==> src/rtl/cfgx_pkg.sv <==
package cfgx_pkg;
  localparam int OFS_W       = 16;
  localparam int MAPH_W      = 16;
  localparam int CMB_W       = OFS_W + MAPH_W;
  localparam int IDSEL_LO    = 11;
  localparam int IDSEL_W     = CMB_W - IDSEL_LO;
  localparam int DEV_W       = $clog2(IDSEL_W);
  localparam int BUS_W       = 8;
  localparam int DATA_W      = 32;
  localparam int STAT_W      = 16;
  localparam int STAT_TABORT = 12;
  localparam int STAT_MABORT = 13;

  typedef enum logic [1:0] {
    SZ_BYTE = 2'd0,
    SZ_HALF = 2'd1,
    SZ_WORD = 2'd2,
    SZ_RSVD = 2'd3
  } xferSize_e;

  typedef struct packed {
    logic launch;
    logic clrAbort;
    logic capRsp;
    logic fillOnes;
  } dpStrobe_t;
endpackage

==> src/rtl/cfgx_lsb_enc.sv <==
module cfgx_lsb_enc #(
  parameter int IN_W  = 21,
  parameter int IDX_W = 5
) (
  input  logic [IN_W-1:0]  vec,
  output logic [IDX_W-1:0] idx,
  output logic             none
);
  always_comb begin
    idx = '0;
    for (int i = IN_W - 1; i >= 0; i--) begin
      if (vec[i]) idx = IDX_W'(i);
    end
    none = ~|vec;
  end
endmodule

==> src/rtl/cfgx_ctrl.sv <==
module cfgx_ctrl
  import cfgx_pkg::*;
(
  input  logic      clk,
  input  logic      rstN,
  input  logic      reqValid,
  input  logic      reqWrite,
  input  logic [1:0] reqSize,
  input  logic [1:0] reqOfsLow,
  input  logic      type1Req,
  input  logic      idselZero,
  output dpStrobe_t strb,
  output logic      cfgReqValid,
  output logic      errPulse,
  output logic      rspValid
);
  logic misAligned, acceptNow, badNow, refuseNow;
  logic rdAccQ, rdOnesQ;
  xferSize_e sizeE;

  assign sizeE = xferSize_e'(reqSize);

  always_comb begin
    unique case (sizeE)
      SZ_BYTE: misAligned = 1'b0;
      SZ_HALF: misAligned = reqOfsLow[0];
      SZ_WORD: misAligned = |reqOfsLow;
      default: misAligned = 1'b1;
    endcase
  end

  // type-1 refusal is decided before any error condition
  assign refuseNow = reqValid & type1Req;
  assign badNow    = reqValid & ~type1Req & (misAligned | idselZero);
  assign acceptNow = reqValid & ~type1Req & ~misAligned & ~idselZero;

  always_ff @(posedge clk or negedge rstN) begin
    if (!rstN) begin
      cfgReqValid <= 1'b0;
      errPulse    <= 1'b0;
      rdAccQ      <= 1'b0;
      rdOnesQ     <= 1'b0;
      rspValid    <= 1'b0;
    end else begin
      cfgReqValid <= acceptNow;
      errPulse    <= badNow;
      rdAccQ      <= acceptNow & ~reqWrite;
      rdOnesQ     <= (refuseNow | badNow) & ~reqWrite;
      rspValid    <= rdAccQ | rdOnesQ;
    end
  end

  always_comb begin
    strb.launch   = acceptNow;
    strb.clrAbort = acceptNow;
    strb.capRsp   = rdAccQ;
    strb.fillOnes = rdOnesQ;
  end
endmodule

==> src/rtl/cfgx_dp.sv <==
module cfgx_dp
  import cfgx_pkg::*;
(
  input  logic              clk,
  input  logic              rstN,
  input  dpStrobe_t         strb,
  input  logic              reqValid,
  input  logic              reqWrite,
  input  logic [1:0]        reqSize,
  input  logic [OFS_W-1:0]  reqOffset,
  input  logic [DATA_W-1:0] reqWdata,
  input  logic [MAPH_W-1:0] mapHigh,
  input  logic [BUS_W-1:0]  busNum,
  input  logic [DATA_W-1:0] cfgRspData,
  input  logic              setMAbort,
  input  logic              setTAbort,
  output logic              idselZero,
  output logic [31:0]       cfgReqAddr,
  output logic              cfgReqWrite,
  output logic [1:0]        cfgReqSize,
  output logic [1:0]        cfgReqByteOff,
  output logic [DATA_W-1:0] cfgReqWdata,
  output logic [DATA_W-1:0] rspData,
  output logic [STAT_W-1:0] statusWord
);
  logic [CMB_W-1:0]   combined;
  logic [DEV_W-1:0]   devNum;
  logic [31:0]        nextAddr;
  logic [1:0]         sizeAnyQ;
  logic               mAbortQ, tAbortQ;
  logic [DATA_W-1:0]  onesVal;

  assign combined = {mapHigh, reqOffset};

  cfgx_lsb_enc #(
    .IN_W (IDSEL_W),
    .IDX_W(DEV_W)
  ) i_enc (
    .vec (combined[CMB_W-1:IDSEL_LO]),
    .idx (devNum),
    .none(idselZero)
  );

  assign nextAddr = {1'b1, 7'd0, busNum, devNum, combined[10:2], 2'b00};

  always_ff @(posedge clk or negedge rstN) begin
    if (!rstN) begin
      cfgReqAddr    <= '0;
      cfgReqWrite   <= 1'b0;
      cfgReqSize    <= '0;
      cfgReqByteOff <= '0;
      cfgReqWdata   <= '0;
    end else if (strb.launch) begin
      cfgReqAddr    <= nextAddr;
      cfgReqWrite   <= reqWrite;
      cfgReqSize    <= reqSize;
      cfgReqByteOff <= reqOffset[1:0];
      cfgReqWdata   <= reqWdata;
    end
  end

  always_ff @(posedge clk or negedge rstN) begin
    if (!rstN) sizeAnyQ <= '0;
    else if (reqValid) sizeAnyQ <= reqSize;
  end

  always_comb begin
    unique case (xferSize_e'(sizeAnyQ))
      SZ_BYTE: onesVal = DATA_W'(8'hFF);
      SZ_HALF: onesVal = DATA_W'(16'hFFFF);
      default: onesVal = '1;
    endcase
  end

  always_ff @(posedge clk or negedge rstN) begin
    if (!rstN) rspData <= '0;
    else if (strb.capRsp) rspData <= cfgRspData;
    else if (strb.fillOnes) rspData <= onesVal;
  end

  // a new abort event on the clearing edge is kept
  always_ff @(posedge clk or negedge rstN) begin
    if (!rstN) begin
      mAbortQ <= 1'b0;
      tAbortQ <= 1'b0;
    end else begin
      mAbortQ <= setMAbort | (mAbortQ & ~strb.clrAbort);
      tAbortQ <= setTAbort | (tAbortQ & ~strb.clrAbort);
    end
  end

  always_comb begin
    statusWord              = '0;
    statusWord[STAT_MABORT] = mAbortQ;
    statusWord[STAT_TABORT] = tAbortQ;
  end
endmodule

==> src/rtl/cfgx_top.sv <==
module cfgx_top
  import cfgx_pkg::*;
(
  input  logic        clk,
  input  logic        rstN,
  input  logic        reqValid,
  input  logic        reqWrite,
  input  logic [1:0]  reqSize,
  input  logic [15:0] reqOffset,
  input  logic [31:0] reqWdata,
  input  logic [16:0] mapCfg,
  input  logic [7:0]  busNum,
  input  logic        setMAbort,
  input  logic        setTAbort,
  input  logic [31:0] cfgRspData,
  output logic        cfgReqValid,
  output logic        cfgReqWrite,
  output logic [1:0]  cfgReqSize,
  output logic [31:0] cfgReqAddr,
  output logic [1:0]  cfgReqByteOff,
  output logic [31:0] cfgReqWdata,
  output logic        errPulse,
  output logic        rspValid,
  output logic [31:0] rspData,
  output logic [15:0] statusWord
);
  dpStrobe_t strb;
  logic      idselZero;

  cfgx_ctrl i_ctrl (
    .clk        (clk),
    .rstN       (rstN),
    .reqValid   (reqValid),
    .reqWrite   (reqWrite),
    .reqSize    (reqSize),
    .reqOfsLow  (reqOffset[1:0]),
    .type1Req   (mapCfg[16]),
    .idselZero  (idselZero),
    .strb       (strb),
    .cfgReqValid(cfgReqValid),
    .errPulse   (errPulse),
    .rspValid   (rspValid)
  );

  cfgx_dp i_dp (
    .clk          (clk),
    .rstN         (rstN),
    .strb         (strb),
    .reqValid     (reqValid),
    .reqWrite     (reqWrite),
    .reqSize      (reqSize),
    .reqOffset    (reqOffset),
    .reqWdata     (reqWdata),
    .mapHigh      (mapCfg[15:0]),
    .busNum       (busNum),
    .cfgRspData   (cfgRspData),
    .setMAbort    (setMAbort),
    .setTAbort    (setTAbort),
    .idselZero    (idselZero),
    .cfgReqAddr   (cfgReqAddr),
    .cfgReqWrite  (cfgReqWrite),
    .cfgReqSize   (cfgReqSize),
    .cfgReqByteOff(cfgReqByteOff),
    .cfgReqWdata  (cfgReqWdata),
    .rspData      (rspData),
    .statusWord   (statusWord)
  );
endmodule

==> config.mk <==
export PLATFORM = sky130hd
export DESIGN_NAME = cfgx_top
export DESIGN_NICKNAME = d
export VERILOG_FILES = /design/src/rtl/cfgx_pkg.sv /design/src/rtl/cfgx_lsb_enc.sv /design/src/rtl/cfgx_ctrl.sv /design/src/rtl/cfgx_dp.sv /design/src/rtl/cfgx_top.sv
export SDC_FILE = /design/constraint.sdc
export NUM_CORES = 1
export LEC_CHECK = 0
export BUFFER_PORTS_ARGS = -buffer_cell sky130_fd_sc_hd__buf_2
export CAP_MARGIN = 20
export CORE_MARGIN = 3
export CORE_UTILIZATION = 42
export DETAILED_ROUTE_END_ITERATION = 8
export GPL_ROUTABILITY_DRIVEN = 0
export PLACE_DENSITY = 0.81
export RECOVER_POWER = 100
export SYNTH_ARGS = -nofsm -noshare
export SYNTH_HDL_FRONTEND = slang
export SYNTH_HIERARCHICAL = 1
export SYNTH_SLANG_ARGS = --single-unit
==> constraint.sdc <==
create_clock -name clk -period 1 [get_ports clk]
set_input_delay 0.05 -clock clk [delete_from_list [all_inputs] [get_ports clk]]
set_output_delay 0.05 -clock clk [all_outputs]
set_load 0.05 [all_outputs]
==> run summary, run 1 <==
Synthesis handed over a netlist of 366 instances. The total power was 16600 uW; the area overhead of the layout relative to synthesis was 74.5%. The worst-case IR drop observed on VDD is 1.52 mV. Wire segments on met2 add up to 9.12 mm in the final route. No sink is reached through more buffers than the 2 on the longest clock path. The global router's overall resource usage is 23.7%. The count of pins on the block boundary is 233, and the final setup violation count is 98.

Buffers inserted during clock tree synthesis total 9. The worst setup margin is -690 ps. Signal routing reaches up to met4.

In this run the tightest slew margin relative to its limit is 54.0%. The tool flagged a number of max-cap violations equal to 0. After detailed routing, the average wire length per cell comes to 19.7 um. Yosys warning count: 6.

The final reports fail on negative setup slack. From left edge to right edge, the die measures 113 um. Of the available clock period, the critical path in the final layout requires 169%. Kind of launch point of the worst setup path: an input port. The first-pass iteration count of the detailed router was 4. For the count of different cell masters after synthesis, the log shows 37. The post-synthesis share of cell area spent on xor and xnor gates came out at 0%. The main flop type after synthesis was dfrtp_1.

The initial antenna violation count was 0; the register area was 0.00253 mm^2. The number of flops mapped to enable cells by yosys came out at 0. Count of pins over their slew limit: 0. Dividing the detail-routed via count by the number of cells gives 5.05. The clock slew seen by the registers of the worst setup and hold paths works out to 70 ps.

The run gives 4583 as the via count of the first global-routing pass. After synthesis, the mean cell area works out to 13.1 um^2. The post-synthesis compound-gate area fraction was 6.25%. Worst hold-check slack: 78.5 ps.

After detailed routing, the number of remaining DRC violations is 0. For the worst-case register-to-register setup slack, the log shows -200 ps. The part of the Yosys area used for sequential elements is 52.9%. Summing over every cut layer, the via total after detailed routing is 4361. The synthesized design devotes to its leading area cell type 52.9% of total area. For the die outline area, the log shows 0.0127 mm^2. The maximum clock rate came out at 592 MHz. In this run the number of H-tree levels came out at 3. STA classifies the critical path endpoint as a flop.

The synthesized netlist devotes 0% of its cell area to adder and majority cells. Data on the critical path is required at its endpoint by 1230 ps. The finished cells cover 0.00835 mm^2. For the area of the core region, the log shows 0.0110 mm^2. Counting every sink on the clock net gives 101. The run gives 0 as the final number of hold-violating endpoints. The net count of the finished layout is 832.

The maximum fanout encountered on the critical timing path came out at 24. The run finished, with violations left. The final standard cell utilization of the core is 76.0%. Yosys attributes the largest share of cell area to dfrtp_1 (53%), mux2_4 (19%), buf_4 (4.7%). The combinational family with the most area after synthesis was multiplexers. The later pin in the worst-skew pair is clocked with a latency of 340 ps. The overall die height was 113 um. For this run, asynchronously set or reset flops after synthesis account for 100%.

The routed design uses 1.13 mm of met3 wire. The fraction of synthesized area in multiplexers works out to 22.3%. Counting flops and latches in the post-synthesis netlist gives 101.

The total of buffers placed on input and output ports was 209; the post-layout minimum cycle time was 1690 ps. The run gives 0.00606 mm^2 as the instance area after placement. The tree is rooted in a clkbuf_16.

Power per standard cell area: 1990 mW/mm^2. The class of the most critical hold timing path is input port to flop. The tools report the area taken by multi-input logic gates as 0.00207 mm^2.

The site row count is 38, and the setup clock skew after layout is 7.21 ps. Summed over all cells, the static leakage comes to 0.00395 uW. Data on the critical path arrives at its endpoint at 1920 ps. The first global-routing pass estimated 23.6 mm of wire.

The synthesized netlist devotes 8.84% of its cell area to simple gates. The logs give 17.0 mm for the total wirelength of the detailed-routed design and 275 for the initial detailed-routing violation count. The post-synthesis cell type with the largest combined area is dfrtp_1. After synthesis the cells add up to 0.00478 mm^2. The category of the most critical setup path is input port to flop.

The detailed-routing wirelength on met1 came out at 6.12 mm. The logs give 0 for the total congestion overflow after global routing and -44730 ps for the post-route setup TNS. The initial utilization of the core area, before any placement, comes to 43.5%. The run gives 47 as the largest net degree at the start of global routing.

In this run the remaining antenna-violating nets after routing total 0. 0 antenna diodes ended up in the layout. Fill cells in the final layout number 599. TritonCTS built the clock tree. The wire-length estimate of the detail-placed layout is 8.72 mm. Actual transition at the worst max-transition pin: 690 ps. Setup repair after global routing could not meet its margin everywhere. In the final layout, the share of cells above drive strength 1 is 55.7%.
kinds of logic (layout without fill, tap and decap cells):
kind of cell           after synthesis  in the layout
DFF                                101            101
other                                1             23
muxes                               77             77
AOI/OAI and AO/OA                   49             49
and+or+nand+nor                     84             84
buffers and inverters               54            390
power by group:
group          switching, uW  internal [uW]
logic                   4350           3080
registers                699           4880
clock network           1590           2030
stage by stage:
| step | std cells | worst slack, ps |
|---|---|---|
| 4_1_cts | 840 | -567 |
| 6_report | 864 | -690 |
| 3_5_place_dp | 729 | -958 |
| 5_1_grt | 864 | -736 |
| 2_1_floorplan | 388 | -953 |
| 3_3_place_gp | 729 | -922 |
cell usage after synthesis, types with 2 or more instances:
master / instances
mux2_2: 2
o31ai_1: 10
buf_4: 30
mux2_4: 59
nand2_1: 34
o21ai_1: 15
dfrtp_1: 101
buf_2: 8
buf_6: 5
a21oi_1: 4
mux2i_1: 16
o21ai_0: 11
or4_4: 2
nor2b_1: 2
a21o_1: 2
nor3_2: 3
nor4_1: 3
nor2_1: 27
inv_1: 5
buf_12: 6
nor3_1: 4
or2_2: 2
final cells by class:
type | count | share of cell area [%]
Clock buffer | 10 | 2.86
Multi-Input combinational cell | 233 | 24.8
Inverter | 5 | 0.255
Tap cell | 140 | 2.10
Timing Repair Buffer | 369 | 38.8
Sequential cell | 101 | 30.3
Clock inverter | 6 | 0.825
repair_timing:
action | CTS | global route
gates resized for setup | 149 | 92
hold buffers | 87 | 0
endpoints found under the setup margin | 190 | 161
pin swaps | 4 | 9
hold endpoints to repair | 188 | 0
gates cloned | 3 | 6
buffers inserted | 6 | 23
placed cells by master (no fill, tap or decap), types with 6 or more instances in the layout:
cell,netlist,routed
buf_2,8,110
conb_1,1,23
mux2_4,59,59
buf_12,6,9
nor2_4,0,6
nand2_1,34,32
nor2_2,1,7
clkbuf_16,0,13
buf_4,30,67
buf_6,5,87
dlygate4sd3_1,0,87
o21ai_1,15,20
mux2i_1,16,13
dfrtp_1,101,99
nor2_1,27,15
final timing paths:
check / depth (start not counted) / start / end
max: 10 / mapCfg[6] / i_dp/cfgReqAddr[7]
min: 3 / reqOffset[0] / i_dp/cfgReqByteOff[0]
max reg2reg: 4 / i_ctrl/rdOnesQ / i_dp/rspData[19]
min reg2reg: 1 / i_dp/cfgReqAddr[8] / i_dp/cfgReqAddr[8]
max in group asynchronous: 3 / rstN / i_ctrl/rdOnesQ
min in group asynchronous: 2 / rstN / i_dp/rspData[26]
metal layers:
layer / track usage (%) / up-vias
li1: - / 1911
met1: 26.6 / 2163
met2: 42.3 / 238
met3: 6.15 / 49
met4: 10.3 / 0
met5: 0 / -
state kept, by name, indices dropped and copies added, names as in the netlist, 2 cells and up:
signal / count
i_dp/cfgReqWdata: 32
i_dp/rspData: 32
i_dp/cfgReqAddr: 23
i_dp/cfgReqByteOff: 2
i_dp/cfgReqSize: 2
i_dp/sizeAnyQ: 2
critical path: stages:
cell	delay (ps)
buf_2	110
or4_4	540
nor2_4	130
nand3_2	90
nor3_2	180
nor2_1	80
o21ai_2	100
nor2_4	110
buf_12	180
mux2_4	320
Note: power is estimated with default switching activity, not from simulation.
==> run 2, diff against run 1 <==
--- a/config.mk
+++ b/config.mk
@@ -7,11 +7,11 @@
 export LEC_CHECK = 0
 export BUFFER_PORTS_ARGS = -buffer_cell sky130_fd_sc_hd__buf_2
 export CAP_MARGIN = 20
-export CORE_MARGIN = 3
-export CORE_UTILIZATION = 42
+export CORE_MARGIN = 5
+export CORE_UTILIZATION = 50
 export DETAILED_ROUTE_END_ITERATION = 8
 export GPL_ROUTABILITY_DRIVEN = 0
-export PLACE_DENSITY = 0.81
+export PLACE_DENSITY = 0.9
 export RECOVER_POWER = 100
 export SYNTH_ARGS = -nofsm -noshare
 export SYNTH_HDL_FRONTEND = slang
==> constraint.sdc (replaced) <==
create_clock -name clk -period 2.1 [get_ports clk]
set_input_delay 0.105 -clock clk [delete_from_list [all_inputs] [get_ports clk]]
set_output_delay 0.105 -clock clk [all_outputs]
set_load 0.05 [all_outputs]
==> run 2 against run 1 <==
The run now ends clean. Worst hold slack got worse by 66 ps. Clock power decreased by 64%. Wire length decreased by 17%. First-iteration DRC count decreased by 24%. Non-clock buffer count decreased by 63. Total power decreased by 61%. Design area decreased by 21%. Clock skew increased by 7.0 ps. Worst setup slack improved by 990 ps. Critical path type unchanged. Highest routed layer unchanged.
==> run summary, run 2 (synthesis gave the netlist of run 1 again) <==
The flow ran to the end, and the final reports show no timing, DRC or antenna violations. The tools report the worst endpoint data arrival time as 2040 ps (was 1920 ps). The clock latency of the later-clocked register in the worst-skew pair was 350 ps (was 340 ps); the instance area after placement was 0.00576 mm^2 (was 0.00606 mm^2). The sort of element at the end of the critical path was a flop (unchanged). The run gives 39.8% (was 33.5%) as the sequential cell fraction of total power. The largest net degree at the start of global routing is 66 (was 47). Slowest stage cell on the critical path: or4_1 (was or4_4). The run gives 12.2 ps (was 78.5 ps) as the worst hold-check slack. The total of buffers placed on input and output ports is 209 (unchanged).

The run gives 22.2 mm (was 23.6 mm) as the first-pass GRT wire length. In the finished design, the share of the clock period the worst path needs comes to 85.5%. The overall die height is 108 um (was 113 um). The total number of H-tree levels came out at 3 (unchanged).

The run gives 40.0% (was 44.7%) as the combinational group share of total power. The proportion of total power due to net switching is 45.2% (was 39.9%), and the initial detailed-routing violation count is 209 (was 275). Setup repair after global routing left no endpoint under its margin. Category of the most critical setup path: input port to flop (unchanged).

The via-per-instance ratio is 5.00 (was 5.05), and the post-route setup TNS is 0 ps (was -44730 ps). The count of pins over their slew limit is 0 (unchanged). For the global router's overall resource usage, the log shows 24.2% (was 23.7%).

The run gives 9.05 mm (was 8.72 mm) as the placed wire-length estimate. The delay contributed by the slowest stage of the critical path is 540 ps (about the same). TritonCTS built the clock tree.

The area overhead of the layout relative to synthesis works out to 37.3% (was 74.5%). The logs give 769 (was 832) for the final net count and 0 (was 98) for the final setup violation count. The per-cell routed wire length is 17.9 um (was 19.7 um). The tools report the clock tree root driver cell as clkbuf_8 (was clkbuf_16). Cell breakdown of the critical path: buf_2, or4_1, nor2_1, nand3_1, nor3_1, nor2_1, o21ai_2, nor2_4, buf_12, mux2_1 (was buf_2, or4_4, nor2_4, nand3_2, nor3_2, nor2_1, o21ai_2, nor2_4, buf_12, mux2_4). For the via count of the first global-routing pass, the log shows 4279 (was 4583). Sum of buffers and inverters on the critical path: 2 (unchanged).

The overall die width is 108 um (was 113 um), and the CTS sink count is 101 (unchanged). The run gives 6 (was 4) as the first-pass iteration count of the detailed router. The leading cell type in the layout, fill and taps excluded was buf_2 (unchanged).

The number of nets still failing antenna checks after routing came out at 0 (unchanged). The total congestion overflow after global routing was 0 (unchanged); the maximum fanout encountered on the critical timing path was 27 (was 24). The met3 routed wirelength is 1.14 mm (was 1.13 mm). Fraction of final layout cells sized beyond drive strength 1: 26.5% (was 55.7%). The power spent charging and discharging nets is 2920 uW (was 6640 uW). The tools report the final standard cell utilization of the core as 70.7% (was 76.0%). Commonest non-fill, non-tap cells in the layout: buf_2 (111), dfrtp_1 (100), clkbuf_1 (98) (was buf_2 (110), dfrtp_1 (99), buf_6 (87), dlygate4sd3_1 (87), buf_4 (67)).

The clock group share of total power was 20.2% (was 21.8%); the clock slew seen by the registers of the worst setup and hold paths was 110 ps (was 70 ps). The tools report the site row count as 35 (was 38). The category of cells accounting for the largest share of critical-path delay is simple AND/OR/NAND/NOR gates (unchanged). The run gives 5.18 mm (was 6.12 mm) as the detailed-routing wirelength on met1. For the design internal power, the log shows 3540 uW (was 10000 uW). The initial core utilization was 51.5% (was 43.5%); the number of max-capacitance violations reported was 0 (unchanged). Derived from the worst setup path, the maximum achievable clock frequency is 557 MHz. The final number of hold-violating endpoints was 0 (unchanged); the actual transition at the worst max-transition pin was 1120 ps (was 690 ps). The number of buffers added for setup after CTS was 0 (was 6); the die outline area was 0.0116 mm^2 (was 0.0127 mm^2). The number of buffers between clock root and the deepest sink was 2 (unchanged).

Biggest registers after layout: i_dp/cfgReqWdata: 32 flops, i_dp/rspData: 32 flops, i_dp/cfgReqAddr: 23 flops (unchanged). The logs give 0.00928 mm^2 (was 0.0110 mm^2) for the area of the core region and 2350 ps (was 1230 ps) for the worst endpoint required time. The worst path in the final design needs a cycle of 1800 ps, including I/O delays and setup.

The kind of launch point of the worst setup path was an input port (unchanged). The run gives 9 (unchanged) as the number of buffers inserted during clock tree synthesis. For the worst slew margin relative to its limit, the log shows 25.4% (was 54.0%).

The remaining design rule violation count was 0 (unchanged); the area of all placed cells without fillers was 0.00656 mm^2 (was 0.00835 mm^2). The power per standard cell area was 984 mW/mm^2 (was 1990 mW/mm^2). The tools report the post-cts repair resize count as 0 (was 149). The total wirelength of the detailed-routed design is 14.2 mm (was 17.0 mm), and the setup clock skew after layout is 14.2 ps (was 7.21 ps). The wire length on met2 is 7.57 mm (was 9.12 mm). The static power due to leakage is 0.00295 uW (was 0.00395 uW), and the maximum resistive drop on vdd is 0.563 mV (was 1.52 mV). The run gives 0 (unchanged) as the initial antenna violation count.

Count of pins on the block boundary: 233 (unchanged). Class of the most critical hold timing path: input port to flop (unchanged). The total vias in the final route came out at 3958 (was 4361).

The highest metal layer used by the detailed router is met4 (unchanged). The most frequent cell on the critical path is nor2_1 (was nor2_4).
[run 2: cell types whose count changed in the layout (fill, tap and decap cells not counted), sizes merged]
cell,previous run,this run
clkinv,3,2
clkbuf,16,109
clkinvlp,0,1
inv,7,8
diode,0,2
dlygate4sd3,87,86
buf,276,120
[run 2: worst paths after layout]
path                               startpoint  slack (ps)               endpoint  depth (start not counted)
max                                 mapCfg[3]         300    i_dp/cfgReqWdata[7]                         10
min                              reqOffset[1]          10  i_dp/cfgReqByteOff[1]                          2
max reg2reg                  i_dp/sizeAnyQ[1]         480       i_dp/rspData[11]                          2
min reg2reg                i_dp/cfgReqAddr[7]         490     i_dp/cfgReqAddr[7]                          1
max in group asynchronous                rstN         650       i_dp/rspData[17]                          3
min in group asynchronous                rstN         500        i_dp/rspData[4]                          2
[run 2: what timing repair did]
action                                  in CTS  in global routing
hold buffers                                86                  0
endpoints found under the hold margin      127                  0
endpoints found under the setup margin       0                  0
[run 2: power by group through the flow]
| stage | logic (uW) | clock network (uW) | registers (uW) |
|---|---|---|---|
| floorplan | 738 | 0 | 3870 |
| CTS | 2810 | 1350 | 2560 |
| detailed placement | 2680 | 0 | 2580 |
| global route | 2700 | 1420 | 2610 |
| global placement | 2620 | 0 | 2560 |
| finish | 2590 | 1300 | 2570 |
[run 2: area by class of cell]
cell class / instances / area [um^2]
tap: 129 / 161
clock buffer: 9 / 124
clock inverter: 7 / 91.3
multi-input combinational: 233 / 1740
inverter: 5 / 18.8
antenna: 2 / 5.00
timing repair buffer: 306 / 1900
fill: 710 / 2720
sequential: 101 / 2530
[run 2: metal layers]
layer / track usage (%) / vias up
met3: 6.96 / 26
met5: 0 / -
met2: 44.8 / 193
met1: 26.8 / 1956
li1: - / 1783
met4: 6.58 / 0
[run 2: per-stage QoR]
stage               cells  total power, uW  setup WS (ps)
detailed placement    688             5270           19.9
CTS                   790             6710            414
global route          790             6730            145
finish                792             6460            304
floorplan             388             4600           78.1
global placement      688             5190           85.1
